--- config.mk ---
export PLATFORM = sky130hd
export DESIGN_NAME = seg_access_check
export DESIGN_NICKNAME = d
export VERILOG_FILES = /design/src/rtl/seg_chk_pkg.sv /design/src/rtl/seg_limit_unit.sv /design/src/rtl/seg_perm_unit.sv /design/src/rtl/seg_fault_encode.sv /design/src/rtl/seg_access_check.sv
export SDC_FILE = /design/constraint.sdc
export NUM_CORES = 1
export LEC_CHECK = 0
export BUFFER_PORTS_ARGS = -buffer_cell sky130_fd_sc_hd__buf_2
export CORE_UTILIZATION = 55
export CTS_CLUSTER_SIZE = 20
export DETAILED_ROUTE_END_ITERATION = 6
export PLACE_DENSITY_LB_ADDON = 0.15
export SETUP_SLACK_MARGIN = 0.3
export SLEW_MARGIN = 5
export SYNTH_ARGS = -nofsm -noshare
export SYNTH_HDL_FRONTEND = slang
export SYNTH_SLANG_ARGS = --single-unit
export TNS_END_PERCENT = 20
--- constraint.sdc ---
create_clock -name clk -period 2.9 [get_ports clk]
set_input_delay 0.58 -clock clk [delete_from_list [all_inputs] [get_ports clk]]
set_output_delay 0.58 -clock clk [all_outputs]
set_load 0.01 [all_outputs]
--- src/rtl/seg_chk_pkg.sv ---
package seg_chk_pkg;

  typedef enum logic [1:0] {
    ACC_READ  = 2'd0,
    ACC_WRITE = 2'd1,
    ACC_EXEC  = 2'd2,
    ACC_RSVD  = 2'd3
  } acc_kind_e;

  typedef enum logic [2:0] {
    CAUSE_NONE   = 3'd0,
    CAUSE_ABSENT = 3'd1,
    CAUSE_PRIV   = 3'd2,
    CAUSE_TYPE   = 3'd3,
    CAUSE_LIMIT  = 3'd4
  } cause_e;

  typedef struct packed {
    logic present;
    logic code;
    logic conforming;
    logic readable;
    logic writable;
    logic expdown;
    logic gran;
    logic big;
  } seg_flags_t;

endpackage

--- src/rtl/seg_limit_unit.sv ---
module seg_limit_unit #(
  parameter int ADDR_W      = 32,
  parameter int LIMIT_W     = 20,
  parameter int PAGE_SHIFT  = 12,
  parameter int SMALL_TOP_W = 16
) (
  input  logic [LIMIT_W-1:0] raw_limit,
  input  logic               gran,
  input  logic               big,
  input  logic               expdown,
  input  logic [ADDR_W-1:0]  offset,
  output logic               in_bounds
);

  localparam int SCALED_W = LIMIT_W + PAGE_SHIFT;

  logic [ADDR_W-1:0] lim_bytes;
  logic [ADDR_W-1:0] lim_pages;
  logic [ADDR_W-1:0] lim_eff;
  logic [ADDR_W-1:0] top_small;
  logic [ADDR_W-1:0] top_eff;
  logic              up_ok;
  logic              down_ok;

  assign lim_bytes = {{(ADDR_W-LIMIT_W){1'b0}}, raw_limit};

  generate
    if (SCALED_W < ADDR_W) begin : g_pad_scaled
      assign lim_pages = {{(ADDR_W-SCALED_W){1'b0}}, raw_limit, {PAGE_SHIFT{1'b1}}};
    end else begin : g_full_scaled
      assign lim_pages = {raw_limit, {PAGE_SHIFT{1'b1}}};
    end
    if (SMALL_TOP_W < ADDR_W) begin : g_pad_top
      assign top_small = {{(ADDR_W-SMALL_TOP_W){1'b0}}, {SMALL_TOP_W{1'b1}}};
    end else begin : g_full_top
      assign top_small = {ADDR_W{1'b1}};
    end
  endgenerate

  always_comb begin
    lim_eff = gran ? lim_pages : lim_bytes;
    top_eff = big ? {ADDR_W{1'b1}} : top_small;
    up_ok   = (offset <= lim_eff);
    down_ok = (offset > lim_eff) && (offset <= top_eff);
    in_bounds = expdown ? down_ok : up_ok;
  end

endmodule

--- src/rtl/seg_perm_unit.sv ---
module seg_perm_unit
  import seg_chk_pkg::*;
#(
  parameter int PL_W = 2
) (
  input  seg_flags_t        flags,
  input  logic [PL_W-1:0]   dpl,
  input  logic [PL_W-1:0]   cpl,
  input  acc_kind_e         kind,
  output logic              priv_ok,
  output logic              type_ok
);

  logic adopts_caller;

  always_comb begin
    adopts_caller = flags.code && flags.conforming;
    priv_ok = adopts_caller ? (dpl <= cpl) : (cpl <= dpl);
  end

  always_comb begin
    unique case (kind)
      ACC_READ:  type_ok = flags.readable;
      ACC_WRITE: type_ok = !flags.code && flags.writable;
      ACC_EXEC:  type_ok = flags.code;
      default:   type_ok = 1'b0;
    endcase
  end

endmodule

--- src/rtl/seg_fault_encode.sv ---
module seg_fault_encode
  import seg_chk_pkg::*;
(
  input  logic   present,
  input  logic   priv_ok,
  input  logic   type_ok,
  input  logic   in_bounds,
  output cause_e cause
);

  always_comb begin
    if (!present)       cause = CAUSE_ABSENT;
    else if (!priv_ok)  cause = CAUSE_PRIV;
    else if (!type_ok)  cause = CAUSE_TYPE;
    else if (!in_bounds) cause = CAUSE_LIMIT;
    else                cause = CAUSE_NONE;
  end

endmodule

--- src/rtl/seg_access_check.sv ---
module seg_access_check
  import seg_chk_pkg::*;
#(
  parameter int ADDR_W      = 32,
  parameter int LIMIT_W     = 20,
  parameter int PAGE_SHIFT  = 12,
  parameter int SMALL_TOP_W = 16,
  parameter int PL_W        = 2,
  parameter int SYNC_STAGES = 2
) (
  input  logic               clk,
  input  logic               rst_n,
  input  logic               req_valid,
  input  logic [1:0]         acc_kind,
  input  logic [ADDR_W-1:0]  acc_offset,
  input  logic [PL_W-1:0]    cur_pl,
  input  logic [ADDR_W-1:0]  seg_base,
  input  logic [LIMIT_W-1:0] seg_limit,
  input  logic               seg_gran,
  input  logic               seg_big,
  input  logic               seg_expdown,
  input  logic               seg_present,
  input  logic               seg_code,
  input  logic               seg_conforming,
  input  logic               seg_readable,
  input  logic               seg_writable,
  input  logic [PL_W-1:0]    seg_dpl,
  output logic               rsp_valid,
  output logic               rsp_fault,
  output logic [2:0]         rsp_cause,
  output logic [ADDR_W-1:0]  rsp_lin_addr
);

  // Reset: asserted asynchronously, released on a clock edge.
  logic [SYNC_STAGES-1:0] rst_pipe;
  logic                   rst_sync_n;

  always_ff @(posedge clk or negedge rst_n) begin
    if (!rst_n) rst_pipe <= '0;
    else        rst_pipe <= {rst_pipe[SYNC_STAGES-2:0], 1'b1};
  end
  assign rst_sync_n = rst_pipe[SYNC_STAGES-1];

  seg_flags_t flags;
  acc_kind_e  kind;
  logic       in_bounds;
  logic       priv_ok;
  logic       type_ok;
  cause_e     cause;

  always_comb begin
    flags.present    = seg_present;
    flags.code       = seg_code;
    flags.conforming = seg_conforming;
    flags.readable   = seg_readable;
    flags.writable   = seg_writable;
    flags.expdown    = seg_expdown;
    flags.gran       = seg_gran;
    flags.big        = seg_big;
    kind             = acc_kind_e'(acc_kind);
  end

  seg_limit_unit #(
    .ADDR_W(ADDR_W), .LIMIT_W(LIMIT_W),
    .PAGE_SHIFT(PAGE_SHIFT), .SMALL_TOP_W(SMALL_TOP_W)
  ) u_limit (
    .raw_limit (seg_limit),
    .gran      (flags.gran),
    .big       (flags.big),
    .expdown   (flags.expdown),
    .offset    (acc_offset),
    .in_bounds (in_bounds)
  );

  seg_perm_unit #(.PL_W(PL_W)) u_perm (
    .flags   (flags),
    .dpl     (seg_dpl),
    .cpl     (cur_pl),
    .kind    (kind),
    .priv_ok (priv_ok),
    .type_ok (type_ok)
  );

  seg_fault_encode u_enc (
    .present   (flags.present),
    .priv_ok   (priv_ok),
    .type_ok   (type_ok),
    .in_bounds (in_bounds),
    .cause     (cause)
  );

  // Next-state logic
  logic              nxt_fault;
  logic [2:0]        nxt_cause;
  logic [ADDR_W-1:0] nxt_addr;
  logic [ADDR_W-1:0] sum_addr;

  always_comb begin
    sum_addr  = seg_base + acc_offset;
    nxt_fault = (cause != CAUSE_NONE);
    nxt_cause = cause;
    nxt_addr  = nxt_fault ? '0 : sum_addr;
  end

  // Response registers; data registers enabled by the request strobe
  always_ff @(posedge clk or negedge rst_sync_n) begin
    if (!rst_sync_n) rsp_valid <= 1'b0;
    else             rsp_valid <= req_valid;
  end

  always_ff @(posedge clk or negedge rst_sync_n) begin
    if (!rst_sync_n) begin
      rsp_fault    <= 1'b0;
      rsp_cause    <= '0;
      rsp_lin_addr <= '0;
    end else if (req_valid) begin
      rsp_fault    <= nxt_fault;
      rsp_cause    <= nxt_cause;
      rsp_lin_addr <= nxt_addr;
    end
  end

endmodule

==> impl_metrics.py, run 1 <==
metrics = {
    "outcome": {
        "status": "complete, but fails checks",
        "violations": "negative setup slack",
    },
    "cts": {
        "htree_levels": 2,
        "tritoncts": "yes",
        "numCtsBuffers": 5,
        "clk_pin_slew_worst_paths_ns": 0.09,
        "clock_latency_ns": 0.30,
        "clockBufferDepth": 2,
        "clock-root-buffer": "clkbuf_8",
        "holdBufCountCts": 0,
        "cts_sinks": 39,
    },
    "route": {
        "wl_per_cell_um": 16.4,
        "vias_per_cell": 5.80,
        "dr.first_iter.drc_count": 188,
        "via_count": 4936,
        "drcViolationCount": 0,
        "ant_nets": 0,
        "wirelength_um": 13900,
        "drt_first_pass_iters": 5,
    },
    "job": {
        "cap_violations": 0,
    },
    "sta": {
        "rsz0062_at_grt": "yes",
        "period_share_pct": 108,
        "post-route-min-period_ns": 3.14,
        "worstMarginPinSlew_ns": 0.506,
        "hold_viol": 0,
        "worst_slack_ns": -0.243,
        "final_max_slew_viol_count": 0,
        "fin_tns_setup_ns": -4.29,
        "fin_worst_skew_ns": 0.00553,
        "setup_viol_count_final": 34,
        "slew-limit-headroom_pct": 66.2,
        "clock.fmax_mhz": 318,
    },
    "global_routing": {
        "antenna_found_initial": 0,
        "use_met1_pct": 46.1,
        "grt_pass1_wl_um": 22600,
        "grt_use_total_pct": 33.6,
        "use_met3_pct": 5.03,
        "grt_overflow": 0,
        "grt_max_degree": 38,
        "grt.met2_usage_pct": 55.5,
        "grt_pass1_vias": 4773,
        "grt-busiest-layer": "met2",
    },
    "finish": {
        "fin_nets": 931,
        "syn_to_final_growth_pct": 46.2,
        "fin_area_um2": 6430,
        "drive_above_1_share_pct": 39.0,
        "diodes": 0,
    },
    "yosys": {
        "synth_area_per_cell_um2": 8.45,
        "yosys.area_share.simple_pct": 15.0,
        "synth_top_family_by_area": "compound AO/OA/AOI/OAI gates",
        "ys_seq_area_share_pct": 22.2,
        "synth_fa_ha_area_share_pct": 23.5,
        "yosys-top-cells-area": "ha_1 23%, dfrtp_1 22%, a21oi_1 5.4%",
        "netlist_top_cells_count": "81 x ha_1, 47 x a21oi_1, 46 x nand2_1",
        "synth.top_cell.area_share_pct": 23.1,
        "muxShareOfSynthArea_pct": 2.53,
        "synth_cells": 520,
        "synth_warnings": 0,
        "yosysUniqueCellTypes": 56,
        "synthArstFlopShare_pct": 100,
        "ys_seq_elements": 39,
        "synth_xor_area_share_pct": 5.58,
        "ys.flop_type": "dfrtp_1",
        "yosys.area.top_type": "ha_1",
        "yosysMostFrequentCell": "ha_1",
        "syn-cell-area_um2": 4400,
        "synth_edf_count": 0,
        "syn-num-nets": 703,
        "synth_compound_area_share_pct": 26.2,
    },
    "floorplan": {
        "row_count": 32,
        "ios": 138,
        "die-area_um2": 8350,
        "fp.dieW_um": 91.4,
        "start_util_pct": 56.9,
        "die_y_um": 91.4,
        "coreArea_um2": 7730,
    },
    "setup_path": {
        "cp_max_fo": 6,
        "critical_path_class": "primary input to flip-flop",
        "cp-start-kind": "primary input",
        "crit_required_ns": 3.09,
        "end_kind": "flip-flop",
        "crit_arrival_ns": 3.33,
    },
    "placed_design": {
        "gp_congestion": 0.942,
        "place_ws_ns": -0.771,
        "hpwl_um": 10900,
        "numPortBuffers": 137,
        "placed_area_um2": 5810,
    },
    "pwr": {
        "power.leakage_nw": 3.25,
        "finalPower_mw": 2.04,
        "vdd_drop_max_mv": 0.230,
        "power.density_nw_per_um2": 317,
    },
    "min_path": {
        "hp-class": "primary input to asynchronous set/reset pin",
    },
}
-- repair_timing --
action / in CTS / in global routing
pin swaps: 15 / 20
buffers inserted: 9 / 2
setup endpoints to repair: 34 / 34
cloned: 1 / 1
hold endpoints to repair: 0 / 0
resized for setup: 39 / 22
-- critical path, stage by stage --
cell and delay [ns]:
buf_12 0.12, buf_4 0.13, mux2i_1 0.15, ha_1 0.29
a21oi_1 0.17, nand2_1 0.08, a221o_1 0.33, o31ai_2 0.27
a22o_1 0.21, mux2i_2 0.29, nand4_2 0.17, buf_6 0.20
o41ai_4 0.35
-- per-stage QoR --
step                utilization [%]  cells  hold slack, ns
floorplan                         -    520           0.284
CTS                            81.1    848          0.0389
detailed placement             75.2    830           0.328
finish                         83.2    851          0.0480
global route                   83.2    851          0.0366
global placement               75.2    830           0.307
-- metal layers --
| metal | vias to the layer above | part of all wire (%) | wire, µm |
|---|---|---|---|
| met2 | 193 | 47 | 6500 |
| met3 | 29 | 5.9 | 819 |
| met4 | 0 | 2.0 | 275 |
| met5 | - | 0 | 0 |
| li1 | 2405 | - | - |
| met1 | 2309 | 45 | 6320 |
-- worst paths after layout --
check / to / cells after the start / slack [ns] / startpoint
setup / recovery: rsp_lin_addr[23] / 13 / -0.24 / seg_gran
hold / removal: rst_pipe[1] / 1 / 0.05 / rst_n
setup reg to reg: rsp_cause[2] / 1 / 2.12 / rsp_cause[2]
hold reg to reg: rsp_lin_addr[3] / 1 / 0.31 / rst_pipe[1]
max in group asynchronous: rsp_lin_addr[25] / 1 / 2.24 / rst_pipe[1]
min in group clk: rst_pipe[1] / 0 / 0.37 / rst_pipe[0]
-- registers in the layout, indices dropped and copies added, names as in the netlist --
register and count:
rsp_lin_addr 32, rsp_cause 3, rst_pipe 2, rsp_fault 1, rsp_valid 1
-- cell families (layout without fill, tap and decap cells) --
family,count (synthesis),after routing
DFF,39,39
AOI/OAI and AO/OA,166,166
xor gates and xnor gates,28,28
and+or+nand+nor,137,137
other,1,1
buffers and inverters,56,285
adders and majority gates,82,82
muxes,11,11
-- final cells by class --
cell class | count | area (µm²)
multi-input cells | 425 | 3520
repair buffers | 236 | 1530
fillers | 494 | 1300
flip-flops and latches | 39 | 976
inverters | 41 | 158
well taps | 102 | 128
clock buffers | 5 | 68.8
clock inverters | 3 | 43.8
-- power by group --
| part | total, mW | internal [mW] | switching, mW |
|---|---|---|---|
| logic | 0.986 | 0.480 | 0.506 |
| registers | 0.571 | 0.562 | 0.00911 |
| clock network | 0.481 | 0.257 | 0.224 |
-- cells in the final DEF, fill, tap and decap left out, types with 3 or more instances in the layout --
cell type / n
a22o_1: 5
o21ai_0: 11
o21bai_1: 4
xor2_1: 13
inv_1: 40
a21oi_1: 44
o22ai_2: 12
nor2b_1: 3
nor2_1: 27
nand2b_1: 5
a21o_1: 14
a2111oi_4: 3
nand2_1: 45
buf_2: 136
and3_1: 4
o21a_1: 11
o21ai_1: 3
ha_4: 5
or3_1: 4
nand4_1: 14
a21oi_2: 4
o22ai_1: 17
nand3_1: 17
a211oi_1: 5
a211o_1: 4
xnor2_1: 15
buf_12: 3
o211ai_1: 3
mux2i_1: 6
buf_4: 89
buf_6: 5
nor3_1: 5
clkbuf_8: 5
ha_1: 76
and2_1: 4
dfrtp_1: 39
No activity file was read; power rests on OpenSTA's default activity.
==> run 2: changes to the inputs <==
==> constraint.sdc (replaced) <==
create_clock -name clk -period 2.9 [get_ports clk]
set_input_delay 0.29 -clock clk [delete_from_list [all_inputs] [get_ports clk]]
set_output_delay 0.29 -clock clk [all_outputs]
set_load 0.01 [all_outputs]
==> impl_metrics.py, run 2 (same netlist as run 1, synthesis figures left out) <==
metrics = {
    "floorplan": {
        "start_util_pct": 56.9,
        "die-area_um2": 8350,
        "ios": 138,
        "coreArea_um2": 7730,
        "fp.dieW_um": 91.4,
        "die_y_um": 91.4,
        "row_count": 32,
    },
    "placed_design": {
        "placed_area_um2": 5450,
        "gp_congestion": 0.956,
        "numPortBuffers": 137,
        "hpwl_um": 10100,
    },
    "finish": {
        "diodes": 0,
        "n_fill_cell": 594,
        "final_common_cell": "buf_2",
        "multi_input_area_um2": 3320,
        "regArea_um2": 976,
        "largest-register": "rsp_lin_addr",
        "fin_nets": 880,
        "syn_to_final_growth_pct": 33.1,
        "largest_register_ffs": 32,
        "final_cell_mix": "134 x buf_2, 79 x ha_1, 46 x nand2_1, 45 x a21oi_1, 40 x inv_1",
        "drive_above_1_share_pct": 31.8,
        "fin_area_um2": 5850,
        "top_regs": "rsp_lin_addr: 32 flops, rsp_cause: 3 flops, rst_pipe: 2 flops",
    },
    "sta": {
        "hold_viol": 0,
        "fin_tns_setup_ns": 0,
        "worstMarginPinSlew_ns": 0.516,
        "slew-limit-headroom_pct": 65.5,
        "setup_viol_count_final": 0,
        "period_share_pct": 94.4,
        "rsz0062_at_grt": "yes",
        "post-route-min-period_ns": 2.74,
        "final_max_slew_viol_count": 0,
        "fin_worst_skew_ns": 0.00791,
        "clock.fmax_mhz": 365,
    },
    "setup_path": {
        "end_kind": "flip-flop",
        "crit_chain": "buf_12 > buf_4 > mux2i_1 > ha_1 > nand4_1 > nor2_1 > a221o_1 > o31ai_2 > a22o_1 > mux2i_2 > nand4_2 > buf_6 > o41ai_2",
        "cp-start-kind": "primary input",
        "cp_max_fo": 6,
        "crit_arrival_ns": 2.93,
        "slowest_delay_ns": 0.32,
        "worst-path-buf-inv": 3,
        "slowest_stage": "a221o_1",
        "crit_required_ns": 3.09,
        "cp_top_family": "compound AO/OA/AOI/OAI gates",
        "critical_path_class": "primary input to flip-flop",
        "r2r_slack_ns": 2.15,
    },
    "cts": {
        "htree_levels": 2,
        "numCtsBuffers": 5,
        "clockBufferDepth": 2,
        "clock-root-buffer": "clkbuf_8",
        "tritoncts": "yes",
        "cts_sinks": 39,
        "clock_latency_ns": 0.29,
        "clk_pin_slew_worst_paths_ns": 0.09,
    },
    "global_routing": {
        "grt_overflow": 0,
        "grt_pass1_vias": 4317,
        "grt_max_degree": 38,
        "antenna_found_initial": 0,
        "grt_pass1_wl_um": 20300,
        "grt_use_total_pct": 30.2,
    },
    "outcome": {
        "status": "completed",
    },
    "route": {
        "dr.first_iter.drc_count": 244,
        "ant_nets": 0,
        "via_count": 4672,
        "wl_per_cell_um": 15.7,
        "wirelength_um": 12600,
        "vias_per_cell": 5.84,
        "drt_first_pass_iters": 5,
        "drcViolationCount": 0,
    },
    "pwr": {
        "vdd_drop_max_mv": 0.183,
        "power.density_nw_per_um2": 325,
        "power.leakage_nw": 2.97,
    },
    "min_path": {
        "hp-class": "primary input to flip-flop",
    },
    "job": {
        "cap_violations": 0,
    },
}
## run 2: worst paths after layout
path / cells past startpoint / to / from
setup / recovery: 13 / rsp_lin_addr[23] / seg_gran
hold / removal: 3 / rsp_cause[1] / seg_present
max in group asynchronous: 1 / rsp_lin_addr[26] / rst_pipe[1]
setup reg to reg: 1 / rsp_cause[2] / rsp_cause[2]
hold reg to reg: 1 / rsp_lin_addr[6] / rst_pipe[1]
min in group asynchronous: 1 / rsp_lin_addr[6] / rst_pipe[1]
## run 2: final cells by class
cell class | instances | share of cell area, %
sequential | 39 | 16.7
timing repair buffer | 185 | 19.7
inverter | 41 | 2.69
tap | 102 | 2.18
multi-input combinational | 425 | 56.8
clock inverter | 3 | 0.748
clock buffer | 5 | 1.18
## run 2: worst min-delay path, delay by kind of cell
kind	cells	cell delay, ns
buffers and inverters	1	0.13
AOI/OAI and AO/OA	1	0.05
and+or+nand+nor	1	0.06
## run 2: where the power goes
part	switching (mW)	internal [mW]	leakage [nW]
Combinational	0.457	0.400	2.39
Sequential	0.00889	0.562	0.525
Clock	0.217	0.257	0.0581
## run 2: layer usage
metal	up-vias	global-route usage, %	wire length [µm]	share of wire, %
met2	191	49.2	5650	45
met1	2164	42.6	5950	47
met3	11	4.02	856	6.8
li1	2306	-	-	-
met4	0	5.69	126	1.0
met5	-	0	0	0
## run 2: what timing repair did
item                       CTS  global route
gates resized for setup     22            11
buffers inserted             6             2
hold endpoints to repair     2             0
cloned                       2             0
hold buffers                 1             0
setup endpoints to repair   34            33
pin swaps                   15             4
## run 2: metrics by stage
step / hold WS [ns] / util, % / power [mW] / setup slack, ns / instances
2_1_floorplan: -0.00559 / - / 1.10 / 0.0524 / 520
3_3_place_gp: 0.0747 / 70.5 / 1.36 / -0.271 / 781
3_5_place_dp: 0.0779 / 70.5 / 1.38 / -0.302 / 781
4_1_cts: 0.278 / 74.8 / 1.89 / 0.179 / 798
5_1_grt: 0.307 / 75.7 / 2.02 / 0.0458 / 800
6_report: 0.281 / 75.7 / 1.90 / 0.162 / 800
